[src/rtl/lpg_pkg.sv]
package lpg_pkg;

  typedef enum logic [2:0] {
    ADR_START  = 3'd0,
    ADR_STOP   = 3'd1,
    ADR_DELAY  = 3'd2,
    ADR_MODE   = 3'd3,
    ADR_PRESET = 3'd4
  } reg_adr_e;

  localparam logic [3:0] MODE_DIGITAL   = 4'b1010;
  localparam logic [2:0] MODE_ANALOG_LO = 3'b100;
  localparam int         PRESET_GP_BIT  = 5;
  localparam int         PRESET_DE_BIT  = 7;
  localparam int         ANA_START_OFS  = 5;
  localparam int         ANA_STOP_OFS   = 2;
  localparam int         NUM_POS_REGS   = 3;

  typedef struct packed {
    logic dig;
    logic ana;
  } mode_t;

endpackage

[src/rtl/lpg_regs.sv]
module lpg_regs
  import lpg_pkg::*;
#(
  parameter int REG_W = 8
) (
  input  logic             clk,
  input  logic             rst_n,
  input  logic             line_start,
  input  logic             reg_we,
  input  logic [2:0]       reg_addr,
  input  logic [REG_W-1:0] reg_wdata,
  output logic [REG_W-1:0] reg_rdata,
  output logic [REG_W-1:0] sh_start,
  output logic [REG_W-1:0] sh_stop,
  output logic [REG_W-1:0] sh_delay,
  output mode_t            sh_mode
);

  logic [REG_W-1:0] pos_q [NUM_POS_REGS];
  logic [REG_W-1:0] pos_sh [NUM_POS_REGS];
  logic [REG_W-1:0] mode_q;
  logic [REG_W-1:0] preset_q;
  mode_t            mode_dec;

  // start / stop / delay: live copy and per-line shadow
  for (genvar g = 0; g < NUM_POS_REGS; g++) begin : g_pos
    always_ff @(posedge clk) begin
      if (!rst_n) begin
        pos_q[g] <= '0;
      end else if (reg_we && (reg_addr == 3'(g))) begin
        pos_q[g] <= reg_wdata;
      end
    end

    always_ff @(posedge clk) begin
      if (!rst_n) begin
        pos_sh[g] <= '0;
      end else if (line_start) begin
        pos_sh[g] <= pos_q[g];
      end
    end
  end

  always_ff @(posedge clk) begin
    if (!rst_n) begin
      mode_q   <= '0;
      preset_q <= '0;
    end else if (reg_we) begin
      if (reg_addr == ADR_MODE)   mode_q   <= reg_wdata;
      if (reg_addr == ADR_PRESET) preset_q <= reg_wdata;
    end
  end

  always_comb begin
    mode_dec.dig = (mode_q[3:0] == MODE_DIGITAL) && preset_q[PRESET_GP_BIT];
    mode_dec.ana = (mode_q[2:0] == MODE_ANALOG_LO) && preset_q[PRESET_DE_BIT];
  end

  always_ff @(posedge clk) begin
    if (!rst_n) begin
      sh_mode <= '0;
    end else if (line_start) begin
      sh_mode <= mode_dec;
    end
  end

  always_comb begin
    unique case (reg_addr)
      ADR_START:  reg_rdata = pos_q[ADR_START];
      ADR_STOP:   reg_rdata = pos_q[ADR_STOP];
      ADR_DELAY:  reg_rdata = pos_q[ADR_DELAY];
      ADR_MODE:   reg_rdata = mode_q;
      ADR_PRESET: reg_rdata = preset_q;
      default:    reg_rdata = '0;
    endcase
  end

  assign sh_start = pos_sh[ADR_START];
  assign sh_stop  = pos_sh[ADR_STOP];
  assign sh_delay = pos_sh[ADR_DELAY];


  shadow_hold_chk: assert property (@(posedge clk) disable iff (!rst_n)
    !line_start |=> ($stable(sh_start) && $stable(sh_stop) && $stable(sh_delay) && $stable(sh_mode)));


  shadow_load_chk: assert property (@(posedge clk) disable iff (!rst_n)
    line_start |=> (sh_start == $past(pos_q[ADR_START])));

endmodule

[src/rtl/lpg_hcount.sv]
module lpg_hcount #(
  parameter int HCNT_W = 10
) (
  input  logic              clk,
  input  logic              rst_n,
  input  logic              line_start,
  input  logic              half_tick,
  output logic [HCNT_W-1:0] hcnt
);

  localparam logic [HCNT_W-1:0] HCNT_MAX = '1;

  logic at_max;

  assign at_max = (hcnt == HCNT_MAX);

  always_ff @(posedge clk) begin
    if (!rst_n) begin
      hcnt <= HCNT_MAX;
    end else if (line_start) begin
      hcnt <= '0;
    end else if (half_tick && !at_max) begin
      hcnt <= hcnt + 1'b1;
    end
  end


  restart_zero_chk: assert property (@(posedge clk) disable iff (!rst_n)
    line_start |=> (hcnt == '0));


  no_wrap_chk: assert property (@(posedge clk) disable iff (!rst_n)
    (at_max && !line_start) |=> at_max);


  step_one_chk: assert property (@(posedge clk) disable iff (!rst_n)
    (half_tick && !line_start && !at_max) |=> (hcnt == $past(hcnt) + 1'b1));

endmodule

[src/rtl/lpg_window.sv]
module lpg_window
  import lpg_pkg::*;
#(
  parameter int REG_W  = 8,
  parameter int HCNT_W = REG_W + 2
) (
  input  logic              clk,
  input  logic              rst_n,
  input  logic [HCNT_W-1:0] hcnt,
  input  logic [REG_W-1:0]  sh_start,
  input  logic [REG_W-1:0]  sh_stop,
  input  logic [REG_W-1:0]  sh_delay,
  input  mode_t             sh_mode,
  output logic              pulse_out,
  output logic              delay_out
);

  localparam int PIX_W = HCNT_W - 1;
  localparam int EXT_W = HCNT_W + 1;

  logic [PIX_W-1:0] pix;
  logic [EXT_W-1:0] h_ext;
  logic [EXT_W-1:0] lim_ext [2];
  logic [EXT_W-1:0] h_ofs   [2];
  logic             ana_edge [2];
  logic [PIX_W-1:0] pix_start, pix_stop, pix_delay;
  logic             dig_win, ana_win, dly_hit;

  assign pix   = hcnt[HCNT_W-1:1];
  assign h_ext = {1'b0, hcnt};

  assign pix_start = PIX_W'(sh_start);
  assign pix_stop  = PIX_W'(sh_stop);
  assign pix_delay = PIX_W'(sh_delay);

  assign lim_ext[0] = EXT_W'(sh_start);
  assign lim_ext[1] = EXT_W'(sh_stop);

  // edge 0: leading (start) edge, edge 1: trailing (stop) edge
  for (genvar e = 0; e < 2; e++) begin : g_edge
    localparam int OFS = (e == 0) ? ANA_START_OFS : ANA_STOP_OFS;
    assign h_ofs[e] = h_ext + EXT_W'(OFS);
    if (e == 0) begin : g_lead
      assign ana_edge[e] = (h_ofs[e] >= lim_ext[e]);
    end else begin : g_trail
      assign ana_edge[e] = (h_ofs[e] <= lim_ext[e]);
    end
  end

  assign dig_win = (pix >= pix_start) && (pix <= pix_stop);
  assign ana_win = ana_edge[0] && ana_edge[1];
  assign dly_hit = (pix == pix_delay);

  always_comb begin
    pulse_out = 1'b0;
    delay_out = 1'b0;
    if (sh_mode.dig) begin
      pulse_out = dig_win;
      delay_out = dly_hit;
    end else if (sh_mode.ana) begin
      pulse_out = ana_win;
    end
  end


  delay_digital_only_chk: assert property (@(posedge clk) disable iff (!rst_n)
    delay_out |-> sh_mode.dig);


  idle_quiet_chk: assert property (@(posedge clk) disable iff (!rst_n)
    !(sh_mode.dig || sh_mode.ana) |-> !pulse_out);


  reversed_quiet_chk: assert property (@(posedge clk) disable iff (!rst_n)
    (sh_mode.dig && (sh_stop < sh_start)) |-> !pulse_out);


  dig_inside_chk: assert property (@(posedge clk) disable iff (!rst_n)
    (sh_mode.dig && pulse_out) |-> ((hcnt >> 1) >= HCNT_W'(sh_start)));

endmodule

[src/rtl/line_pulse_gen.sv]
module line_pulse_gen
  import lpg_pkg::*;
#(
  parameter int REG_W = 8
) (
  input  logic             clk,
  input  logic             rst_n,
  input  logic             half_tick,
  input  logic             line_start,
  input  logic             reg_we,
  input  logic [2:0]       reg_addr,
  input  logic [REG_W-1:0] reg_wdata,
  output logic [REG_W-1:0] reg_rdata,
  output logic             pulse_out,
  output logic             delay_out
);

  localparam int HCNT_W = REG_W + 2;

  logic [HCNT_W-1:0] hcnt;
  logic [REG_W-1:0]  sh_start, sh_stop, sh_delay;
  mode_t             sh_mode;

  lpg_regs #(.REG_W(REG_W)) u_regs (
    .clk        (clk),
    .rst_n      (rst_n),
    .line_start (line_start),
    .reg_we     (reg_we),
    .reg_addr   (reg_addr),
    .reg_wdata  (reg_wdata),
    .reg_rdata  (reg_rdata),
    .sh_start   (sh_start),
    .sh_stop    (sh_stop),
    .sh_delay   (sh_delay),
    .sh_mode    (sh_mode)
  );

  lpg_hcount #(.HCNT_W(HCNT_W)) u_hcount (
    .clk        (clk),
    .rst_n      (rst_n),
    .line_start (line_start),
    .half_tick  (half_tick),
    .hcnt       (hcnt)
  );

  lpg_window #(.REG_W(REG_W), .HCNT_W(HCNT_W)) u_window (
    .clk       (clk),
    .rst_n     (rst_n),
    .hcnt      (hcnt),
    .sh_start  (sh_start),
    .sh_stop   (sh_stop),
    .sh_delay  (sh_delay),
    .sh_mode   (sh_mode),
    .pulse_out (pulse_out),
    .delay_out (delay_out)
  );


  reset_quiet_chk: assert property (@(posedge clk)
    !rst_n |=> (!pulse_out && !delay_out));

endmodule

[config.mk]
export PLATFORM = sky130hd
export DESIGN_NAME = line_pulse_gen
export DESIGN_NICKNAME = d
export VERILOG_FILES = /design/src/rtl/lpg_pkg.sv /design/src/rtl/lpg_regs.sv /design/src/rtl/lpg_hcount.sv /design/src/rtl/lpg_window.sv /design/src/rtl/line_pulse_gen.sv
export SDC_FILE = /design/constraint.sdc
export NUM_CORES = 1
export LEC_CHECK = 0
export BUFFER_PORTS_ARGS = -buffer_cell sky130_fd_sc_hd__buf_2
export CAP_MARGIN = 5
export CORE_MARGIN = 1.5
export CORE_UTILIZATION = 50
export DETAILED_ROUTE_END_ITERATION = 7
export PLACE_DENSITY = 0.67
export SLEW_MARGIN = 10
export SYNTH_ARGS = -nofsm -noshare
export SYNTH_HDL_FRONTEND = slang
export SYNTH_HIERARCHICAL = 1
export SYNTH_SLANG_ARGS = --single-unit
[constraint.sdc]
create_clock -name clk -period 3.7 [get_ports clk]
set_input_delay 0.37 -clock clk [delete_from_list [all_inputs] [get_ports clk]]
set_output_delay 0.37 -clock clk [all_outputs]
set_load 0.05 [all_outputs]
==> metrics.csv <==
stage;metric;value;unit
status;outcome;completed;
setup_path;crit_path_end_kind;output pin;
logic_synthesis;synth_area_per_cell;10.6;um2
setup_path;path_class;reg -> out;
global_routing;grt_start_max_net_pins;40;
placed_design;dpl-instance-area;4710;um2
clocking;post-cts-setup-buffers;0;
detailed_routing;viasPerCell;5.84;
detailed_routing;antenna_left;0;
sta;whs;0.325;ns
run;cap_violations;0;
detailed_routing;route.detailed.drc;0;
die;initial_utilization;51.9;%
die;dieWidth;98.4;um
logic_synthesis;synthFlopType;edfxtp_1;
logic_synthesis;synth_area_leaders;edfxtp_1 (32%), dfxtp_1 (12%), ha_1 (9.9%);
setup_path;worstReg2RegEnd;u_hcount/hcnt[1];
sta;fmax;0.313;GHz
clocking;ctsLongestPathBuffers;2;
setup_path;reg2reg_depth;5;
sta;min_period_over_period;86.4;%
sta;drv_slew;0;
global_routing;grt-ovfl-total;0;
global_routing;antenna_found_initial;0;
logic_synthesis;mappedNetlistArea;4550;um2
global_routing;grt_pass1_wl;16100;um
sta;finalHoldViolCount;0;
cells_and_area;final_cell_count_no_fill;561;
placed_design;dpl.cell_count;545;
clocking;insertion_delay;0.34;ns
cells_and_area;nets;500;
placed_design;io_buffers;25;
logic_synthesis;syn_nets;482;
sta;worst_pin_slew;1.07;ns
die;die_area;9680;um2
clocking;cts.sinks;76;
setup_path;worst-path-max-fanout;10;
min_path;hold_class;in -> reg;
logic_synthesis;ys_warn_count;6;
clocking;hold_buffers;0;
cells_and_area;area_growth_syn_to_layout;8.91;%
cells_and_area;num_antenna_cells;0;
placed_design;hpwl;7500;um
min_path;min_path_cells;3;
logic_synthesis;ys_types;59;
clocking;clockRootBuffer;clkbuf_8;
die;io_pins;26;
logic_synthesis;postSynthCellCount;430;
setup_path;crit_end;pulse_out;
clocking;numCtsBuffers;9;
sta;period_needed;3.20;ns
logic_synthesis;yosysMostFrequentCell;edfxtp_1;
setup_path;reg2reg_slack;1.83;ns
die;core;8760;um2
logic_synthesis;synth.top_cells.by_count;edfxtp_1 (48), ha_1 (36), dfxtp_1 (28);
detailed_routing;firstDrtPassIters;4;
global_routing;grt_use_total;21.3;%
logic_synthesis;synth_top_cell_area_share;31.7;%
sta;rsz0062_at_grt;false;
logic_synthesis;synth_top_cell_by_area;edfxtp_1;
logic_synthesis;synth_edf_count;48;
clocking;cts.clk_slew.worst_paths;0.07;ns
power;finalPower;2120;uW
cells_and_area;drive_above_1_share;12.8;%
sta;setup_viol;0;
setup_path;startpoint;u_hcount/hcnt[2];
clocking;cts_tree;built;
sta;slew_headroom;27.9;%
detailed_routing;wl_per_cell;17.2;um
power;irDropWorstVdd;0.267;mV
logic_synthesis;yosysSeqAreaShare;44.0;%
detailed_routing;drt-total-wl;9630;um
detailed_routing;vias;3278;
setup_path;cp-start-kind;flop;
placed_design;finalWeightedCongestion;0.898;
setup_path;r2r_start;u_hcount/hcnt[1];
detailed_routing;drt_iter0_drc;157;
clocking;h-tree-depth;3;
global_routing;first_global_vias;3278;
sta;setup-tns-final;0;ns
die;die_h;98.4;um
setup_path;arrival;2.83;ns
clocking;cts_resized;0;
power;power.leakage;0.00200;uW
logic_synthesis;async_reset_ff_share;0;%
power;power_density;428;nW/um2
setup_path;required;3.33;ns
die;rows;34;
cells_and_area;fin_area;4950;um2
logic_synthesis;synth_seq_cells;76;
sta;clock-skew-final;0.00680;ns
logic make-up after synthesis:
family | Yosys count | synth area share (%)
AND/OR/NAND/NOR | 145 | 19.1
buffers and inverters | 45 | 4.81
XOR/XNOR | 25 | 4.81
AO/OA/AOI/OAI | 85 | 12.7
multiplexers | 18 | 4.59
flip-flops | 76 | 44.0
adder cells (fa/ha/maj) | 36 | 9.90
critical path: stages, from the launching register on:
cell and delay [ns]:
dfxtp_1 0.50, inv_1 0.08, ha_1 0.20, a21oi_2 0.24, nor2_1 0.09, xor2_1 0.15
ha_1 0.30, a21oi_1 0.08, nor2b_1 0.15, o21ai_0 0.11, and3_1 0.18, o32ai_1 0.11
buf_2 0.31
where the power goes:
part / total, uW / internal, uW / leakage [uW] / switching [uW]
clock network: 740 / 463 / 0.000121 / 276
registers: 996 / 953 / 0.000726 / 43.0
logic: 383 / 154 / 0.00115 / 229
sequential cells by signal (all words and copies together), names as in the netlist:
name / cells
u_regs/pos_sh: 24
u_regs/pos_q: 24
u_hcount/hcnt: 10
u_regs/preset_q: 8
u_regs/mode_q: 8
u_regs/sh_mode: 2
placed cells by master, fill, tap and decap left out, types with 2 or more instances in the layout:
| master | n |
|---|---|
| clkbuf_8 | 10 |
| nand3b_1 | 2 |
| a22oi_1 | 7 |
| nand2_1 | 21 |
| mux2i_1 | 10 |
| o21ai_1 | 8 |
| mux2_1 | 3 |
| xnor2_1 | 14 |
| a21o_1 | 2 |
| o2111ai_1 | 3 |
| and2_1 | 25 |
| a31oi_1 | 2 |
| ha_1 | 36 |
| dfxtp_1 | 28 |
| nand2b_1 | 8 |
| a21boi_1 | 10 |
| nor4_1 | 2 |
| a32oi_1 | 8 |
| o21ai_0 | 19 |
| o31ai_1 | 4 |
| nand3_1 | 6 |
| a211oi_1 | 2 |
| buf_4 | 6 |
| buf_2 | 25 |
| nand4_1 | 11 |
| o211ai_1 | 3 |
| nor2b_1 | 13 |
| and4_1 | 3 |
| and3_1 | 27 |
| nor2_1 | 14 |
| a21oi_1 | 9 |
| inv_1 | 21 |
| mux2_4 | 5 |
| xor2_1 | 11 |
| bufinv_16 | 3 |
| nor3_1 | 2 |
| edfxtp_1 | 48 |
metrics by stage:
stage | util (%) | worst slack [ns]
after global routing | 56.5 | 0.270
after floorplan | - | 0.630
after global placement | 53.8 | 1.04
after detailed placement | 53.8 | 0.909
final | 56.5 | 0.502
after CTS | 56.5 | 0.537
worst min path at each step:
| stage | start | to | slack [ns] |
|---|---|---|---|
| floorplan | u_regs/mode_q[4] | u_regs/mode_q[4] | 0.43 |
| detailed placement | u_regs/sh_mode[0] | u_regs/sh_mode[0] | 0.47 |
| CTS | reg_wdata[6] | u_regs/mode_q[6] | 0.31 |
| global route | reg_wdata[2] | u_regs/mode_q[2] | 0.32 |
| global placement | u_regs/mode_q[5] | u_regs/mode_q[5] | 0.45 |
| finish | reg_wdata[6] | u_regs/mode_q[6] | 0.33 |
routing by layer:
metal / wire, um / part of all wire, % / track usage [%] / vias up
li1: - / - / - / 1621
met1: 4200 / 44 / 26.5 / 1531
met2: 4550 / 47 / 35.1 / 96
met3: 427 / 4.4 / 3.44 / 30
met4: 446 / 4.6 / 12.5 / 0
met5: 0 / 0 / 0 / -
cell type report:
class	instances	area, um2
fillers	799	3810
multi-input cells	309	2330
flip-flops and latches	76	2000
repair buffers	31	170
clock buffers	11	141
well taps	108	135
clock inverters	5	98.8
inverters	21	78.8
Power figures use the tool's default switching activity.
